File: src/rtl/wsmm_pkg.sv
package wsmm_pkg;

   // Edges from the sampling edge of a beat to the edge presenting its result.
   function automatic int wsmm_latency(input int n);
      return 2 * n - 2;
   endfunction

   // Width of a row index for an n-row grid.
   function automatic int wsmm_idx_w(input int n);
      return (n > 1) ? $clog2(n) : 1;
   endfunction

endpackage

File: src/rtl/wsmm_delay.sv
module wsmm_delay #(
   parameter int W     = 8,
   parameter int DEPTH = 0
) (
   input  logic         clk,
   input  logic         rst_n,
   input  logic [W-1:0] d,
   output logic [W-1:0] q
);

   generate
      if (DEPTH < 0) begin : g_bad_depth
         $error("wsmm_delay: DEPTH must not be negative");
      end

      if (DEPTH == 0) begin : g_wire
         logic unused_ctl;
         assign unused_ctl = clk ^ rst_n;
         assign q = d;
      end else begin : g_regs
         logic [W-1:0] stg [DEPTH];
         always_ff @(posedge clk or negedge rst_n) begin
            if (!rst_n) begin
               for (int i = 0; i < DEPTH; i++) stg[i] <= '0;
            end else begin
               stg[0] <= d;
               for (int i = 1; i < DEPTH; i++) stg[i] <= stg[i-1];
            end
         end
         assign q = stg[DEPTH-1];
      end
   endgenerate

endmodule

File: src/rtl/wsmm_cell.sv
module wsmm_cell #(
   parameter int AW   = 8,
   parameter int ACCW = 32
) (
   input  logic            clk,
   input  logic            rst_n,
   input  logic [AW-1:0]   a_in,
   input  logic [ACCW-1:0] ps_in,
   input  logic            sh_we,
   input  logic [AW-1:0]   sh_d,
   input  logic            commit,
   output logic [AW-1:0]   a_out,
   output logic [ACCW-1:0] ps_out,
   output logic [AW-1:0]   w_act_o,
   output logic [AW-1:0]   w_shd_o
);

   logic [AW-1:0]          a_q;
   logic [ACCW-1:0]        ps_q;
   logic [AW-1:0]          w_act;
   logic [AW-1:0]          w_shd;
   logic signed [2*AW-1:0] prod;
   logic [ACCW-1:0]        prod_ext;

   always_comb begin
      prod     = $signed(a_in) * $signed(w_act);
      prod_ext = ACCW'(prod);
   end

   always_ff @(posedge clk or negedge rst_n) begin
      if (!rst_n) begin
         a_q   <= '0;
         ps_q  <= '0;
         w_act <= '0;
         w_shd <= '0;
      end else begin
         a_q  <= a_in;
         ps_q <= ps_in + prod_ext;
         if (sh_we)  w_shd <= sh_d;
         if (commit) w_act <= w_shd;
      end
   end

   assign a_out   = a_q;
   assign ps_out  = ps_q;
   assign w_act_o = w_act;
   assign w_shd_o = w_shd;

endmodule

File: src/rtl/wsmm_ctrl.sv
module wsmm_ctrl #(
   parameter int N  = 4,
   parameter int RW = 2
) (
   input  logic          clk,
   input  logic          rst_n,
   input  logic          act_valid,
   input  logic          wld_en,
   input  logic [RW-1:0] wld_row,
   input  logic          w_commit,
   output logic          res_valid,
   output logic          commit_take,
   output logic [N-1:0]  row_we
);

   localparam int VD = wsmm_pkg::wsmm_latency(N) + 1;

   logic [VD-1:0] vq;
   logic          busy;

   always_ff @(posedge clk or negedge rst_n) begin
      if (!rst_n) vq <= '0;
      else        vq <= {vq[VD-2:0], act_valid};
   end

   // A beat still reads active weights until its last column edge.
   assign busy        = act_valid | (|vq[VD-3:0]);
   assign commit_take = w_commit & ~busy;
   assign res_valid   = vq[VD-1];

   generate
      for (genvar k = 0; k < N; k++) begin : g_row_dec
         assign row_we[k] = wld_en && (wld_row == RW'(k));
      end
   endgenerate

endmodule

File: src/rtl/wsmm_array.sv
module wsmm_array #(
   parameter  int N    = 4,
   parameter  int AW   = 8,
   parameter  int ACCW = 32,
   localparam int RW   = wsmm_pkg::wsmm_idx_w(N)
) (
   input  logic            clk,
   input  logic            rst_n,
   input  logic            act_valid,
   input  logic [N*AW-1:0] act_data,
   input  logic            wld_en,
   input  logic [RW-1:0]   wld_row,
   input  logic [N*AW-1:0] wld_data,
   input  logic            w_commit,
   output logic            res_valid,
   output logic [N*ACCW-1:0] res_data
);

   generate
      if (N < 2) begin : g_bad_n
         $error("wsmm_array: N must be at least 2");
      end
      if (ACCW < 2 * AW) begin : g_bad_accw
         $error("wsmm_array: ACCW must hold a full product");
      end
   endgenerate

   logic          commit_take;
   logic [N-1:0]  row_we;

   logic [AW-1:0]   a_bus  [N][N+1];
   logic [ACCW-1:0] ps_bus [N+1][N];
   logic [N*N*AW-1:0] w_act_flat;
   logic [N*N*AW-1:0] w_shd_flat;
   logic [N-1:0]    unused_east;

   wsmm_ctrl #(.N(N), .RW(RW)) u_ctrl (
      .clk         (clk),
      .rst_n       (rst_n),
      .act_valid   (act_valid),
      .wld_en      (wld_en),
      .wld_row     (wld_row),
      .w_commit    (w_commit),
      .res_valid   (res_valid),
      .commit_take (commit_take),
      .row_we      (row_we)
   );

   generate
      // Input skew: row k waits k cycles; idle cycles feed zeros.
      for (genvar k = 0; k < N; k++) begin : g_skew
         logic [AW-1:0] a_gated;
         assign a_gated = act_valid ? act_data[k*AW +: AW] : '0;
         wsmm_delay #(.W(AW), .DEPTH(k)) u_skew (
            .clk   (clk),
            .rst_n (rst_n),
            .d     (a_gated),
            .q     (a_bus[k][0])
         );
         assign unused_east[k] = ^a_bus[k][N];
      end

      for (genvar j = 0; j < N; j++) begin : g_top
         assign ps_bus[0][j] = '0;
      end

      for (genvar k = 0; k < N; k++) begin : g_r
         for (genvar j = 0; j < N; j++) begin : g_c
            wsmm_cell #(.AW(AW), .ACCW(ACCW)) u_cell (
               .clk     (clk),
               .rst_n   (rst_n),
               .a_in    (a_bus[k][j]),
               .ps_in   (ps_bus[k][j]),
               .sh_we   (row_we[k]),
               .sh_d    (wld_data[j*AW +: AW]),
               .commit  (commit_take),
               .a_out   (a_bus[k][j+1]),
               .ps_out  (ps_bus[k+1][j]),
               .w_act_o (w_act_flat[(k*N+j)*AW +: AW]),
               .w_shd_o (w_shd_flat[(k*N+j)*AW +: AW])
            );
         end
      end

      // Output deskew: column j waits N-1-j cycles so a row leaves together.
      for (genvar j = 0; j < N; j++) begin : g_deskew
         wsmm_delay #(.W(ACCW), .DEPTH(N - 1 - j)) u_dsk (
            .clk   (clk),
            .rst_n (rst_n),
            .d     (ps_bus[N][j]),
            .q     (res_data[j*ACCW +: ACCW])
         );
      end
   endgenerate

endmodule

File: config.mk
export PLATFORM = sky130hd
export DESIGN_NAME = wsmm_array
export DESIGN_NICKNAME = d
export VERILOG_FILES = /design/src/rtl/wsmm_pkg.sv /design/src/rtl/wsmm_delay.sv /design/src/rtl/wsmm_cell.sv /design/src/rtl/wsmm_ctrl.sv /design/src/rtl/wsmm_array.sv
export SDC_FILE = /design/constraint.sdc
export NUM_CORES = 2
export LEC_CHECK = 0
export BUFFER_PORTS_ARGS = -buffer_cell sky130_fd_sc_hd__buf_2
export CAP_MARGIN = 40
export CORE_ASPECT_RATIO = 0.6
export CORE_MARGIN = 2
export CORE_UTILIZATION = 25
export DETAILED_ROUTE_END_ITERATION = 8
export HOLD_SLACK_MARGIN = 0.15
export PLACE_DENSITY = 0.48
export SETUP_SLACK_MARGIN = 0.02
export SYNTH_ARGS = -nofsm -noshare
export SYNTH_HDL_FRONTEND = slang
export SYNTH_SLANG_ARGS = --single-unit
File: constraint.sdc
create_clock -name clk -period 7.7 [get_ports clk]
set_input_delay 1.54 -clock clk [delete_from_list [all_inputs] [get_ports clk]]
set_output_delay 1.54 -clock clk [all_outputs]
set_load 0.1 [all_outputs]
==> run metrics <==
endpoints failing setup 0; Port Buf Inserts slightly below 200; Main synth FF type dfrtp_1; initial core utilization between 20 and 30%; Critical Path AT between 7 and 8 ns; TritonCTS clock tree yes; cells on worst reg2reg path 28; Synth Register Bits about 990; register area share after synthesis a little under a third; first-pass GRT wire length 318,000 um; Synth Area in XOR/XNOR roughly 4.7%; initial antenna violation count 40; worst slack, placed 0.665 ns; Worst Hold Class reg -> reg; buffer depth of the longest clock path 3; Hold Crit Start g_deskew[1].u_dsk.g_regs.stg[61]$_DFF_PN0_; final hold vios 0; asr flop ratio synth between 90% and 100%; dpl hpwl ~160,000 um; die height roughly 440 um; final WL 200,000 um; row count 160; worst r2r src g_r[3].g_c[2].u_cell.a_out[7]$_DFF_PN0_; proportion of layout cells with a drive suffix above 1 approximately a tenth; WP data required approximately 8.4 ns; adder-cell share of the synthesized area between 30 and 40%; RSZ-0062 raised after global routing false; Layout fillers ~33,000; pwr dens 354 nW/um^2; most frequent cells in the layout inv_1, dfrtp_1, fa_1; Post-Syn Area per Cell approximately 11 um^2; WL/cell approximately 17 um; Lkg Pwr 44.2 nW; Num CTS Buffers 108; CP Launch Type flip-flop; final worst slack ~0.67 ns; largest stage delay on the critical path 0.54 ns; Compound-Gate Fraction of Synth Area 6.39%; max-slew violation count 0; Worst R2R Setup Slack approximately 0.67 ns; Resized cells post-CTS 0; First DRT Iteration DRCs 2,567; die area between 300,000 and 400,000 um^2; Final ANT Viol Nets 0; CTS sink count just under 1,000; slowest stage cell, crit path fa_1; grt ovf 0; crit path time final approximately 7 ns; Netlist Area Pre-Place a little under 80,000 um^2; WS Path Type reg -> reg; router iterations before antenna repair 8; Slew headroom approximately a third; Final Non-Filler Cells approximately 12,000; GPL Wtd Cong between 0.8 and 0.9; Worst VDD drop 253 uV; Hold WS ~0.34 ns; Yosys cell types 78; CTS Hold Bufs 0; cells after synthesis a little over 7,000; Clk Latency, worst-skew pair between 0.7 and 0.8 ns; Setup Buffers After CTS 0; clk slew on worst S/H paths about 0.060 ns; # nets final a little over 9,000; mux contribution to synthesized area around 3.8%; io pins 200; Critical Path End Type flip-flop; DRC viols 0; Post-synth EDFFs 0; fin crit share between 90% and 100%; largest net degree at the start of global routing roughly 150; status complete, no violations; Inst Count DP around 12,000; Vias a little under 50,000; GRT Total Usage 12.7%; simple-gate share of the synthesized area 10.5%; Synthesized Nets around 9,000; commonest non-fill, non-tap cell in the layout inv_1; H-tree levels 3; Vias/cell between 4 and 5; vias in the first global route 52,300; largest family of logic cells by synthesized area adder cells; area delta synth->final 12.4%; Core ar. approximately 320,000 um^2; Synth warnings 0; WHS Endpoint g_deskew[1].u_dsk.q[29]$_DFF_PN0_; R2R Path End g_r[3].g_c[3].u_cell.ps_out[30]$_DFF_PN0_; die width approximately 730 um; Max Cap Viol 0; Fmax 142 MHz; clk root buf clkbuf_16; post-route clock skew between 0.07 and 0.08 ns; hold path cells 0; CP dominant cell by count inv_1; crit path max fanout 8; Least-Margin Pin Slew 0.996 ns; Setup TNS Final 0 ns
==> synthesized netlist by cell type, drive strengths merged (48+ instances only) <==
| library cell | instances | area share (%) |
|---|---|---|
| mux2 | 265 | 3.8 |
| xnor2 | 350 | 3.9 |
| xor2 | 66 | 0.73 |
| and3 | 54 | 0.43 |
| o21ai | 113 | 0.72 |
| o21a | 48 | 0.45 |
| ha | 708 | 11 |
| and2 | 620 | 4.9 |
| nand2 | 380 | 1.8 |
| inv | 1430 | 6.8 |
| dfrtp | 987 | 31 |
| nand2b | 83 | 0.65 |
| clkbuf | 76 | 0.36 |
| fa | 972 | 25 |
| a21o | 122 | 1.2 |
| a21oi | 212 | 1.4 |
| o21bai | 62 | 0.59 |
| buf | 72 | 0.65 |
| nor2b | 86 | 0.68 |
| nor2 | 182 | 0.86 |
==> worst max-delay path: cells and delay by family (launching register included) <==
family	cells	cell delay, ns
simple gates	3	0.68
xor+xnor	2	0.38
flops	1	0.48
fa+ha+maj	6	2.45
compound gates	12	2.46
buf+inv	5	0.51
==> cell type report <==
| cell class | count | area, um^2 | area share, % |
|---|---|---|---|
| timing repair buffer | 237 | 1370 | 1.53 |
| multi-input combinational | 4683 | 48500 | 54.4 |
| antenna | 5 | 12.5 | 0.0140 |
| clock inverter | 64 | 977 | 1.10 |
| clock buffer | 136 | 3000 | 3.36 |
| sequential | 987 | 24700 | 27.7 |
| tap | 4212 | 5270 | 5.91 |
| inverter | 1430 | 5370 | 6.02 |
==> stage by stage <==
step | utilization [%] | power [mW] | cell area, um^2
final | 28.2 | 31.6 | 89200
after global routing | 28.2 | 34.4 | 89100
after CTS | 28.2 | 32.1 | 89100
after detailed placement | 26.9 | 25.9 | 85200
after global placement | 26.9 | 25.8 | 85100
after floorplan | - | 21.6 | 79300
==> power breakdown <==
part / switching [mW] / internal (mW)
logic: 11.0 / 6.53
registers: 1.10 / 7.11
clock network: 2.44 / 3.40
total: 14.5 / 17.0
==> cells by family after synthesis <==
logic type,after synthesis
and+or+nand+nor,1562
AOI/OAI and AO/OA,753
DFF,987
xor gates and xnor gates,419
muxes,269
adders and majority gates,1680
buffers and inverters,1578
==> state kept, by name, indices dropped and copies added (netlist names) <==
signal                     cells
g_r.g_c.u_cell.w_shd_o       128
g_deskew.u_dsk.q              96
g_deskew.u_dsk.g_regs.stg     96
g_skew.u_skew.g_regs.stg      24
g_skew.u_skew.q               24
u_ctrl.vq                      7
g_r.g_c.u_cell.w_act_o       128
g_r.g_c.u_cell.ps_out        388
g_r.g_c.u_cell.a_out          96
==> worst max-delay path by stage <==
stage                                                 start                                         to  cells past startpoint
finish              g_r[3].g_c[2].u_cell.a_out[7]$_DFF_PN0_  g_r[3].g_c[3].u_cell.ps_out[30]$_DFF_PN0_                     28
global route        g_r[3].g_c[0].u_cell.a_out[1]$_DFF_PN0_  g_r[3].g_c[1].u_cell.ps_out[29]$_DFF_PN0_                     25
CTS                 g_r[3].g_c[0].u_cell.a_out[1]$_DFF_PN0_  g_r[3].g_c[1].u_cell.ps_out[28]$_DFF_PN0_                     24
detailed placement  g_r[3].g_c[0].u_cell.a_out[1]$_DFF_PN0_  g_r[3].g_c[1].u_cell.ps_out[28]$_DFF_PN0_                     24
global placement            g_skew[3].u_skew.q[5]$_DFF_PN0_  g_r[3].g_c[0].u_cell.ps_out[30]$_DFF_PN0_                     25
floorplan           g_r[3].g_c[2].u_cell.a_out[7]$_DFF_PN0_  g_r[3].g_c[3].u_cell.ps_out[30]$_DFF_PN0_                     27
==> layer usage <==
layer  global-route usage, %  wire length, um  vias to the layer above
met3                    2.20             9260                      194
met1                    19.5           103000                    25000
met4                    2.32             3440                        8
met2                    18.6            83900                      774
met5                       0               45                        -
li1                        -                -                    23100
Note: power is estimated with default switching activity, not from simulation.
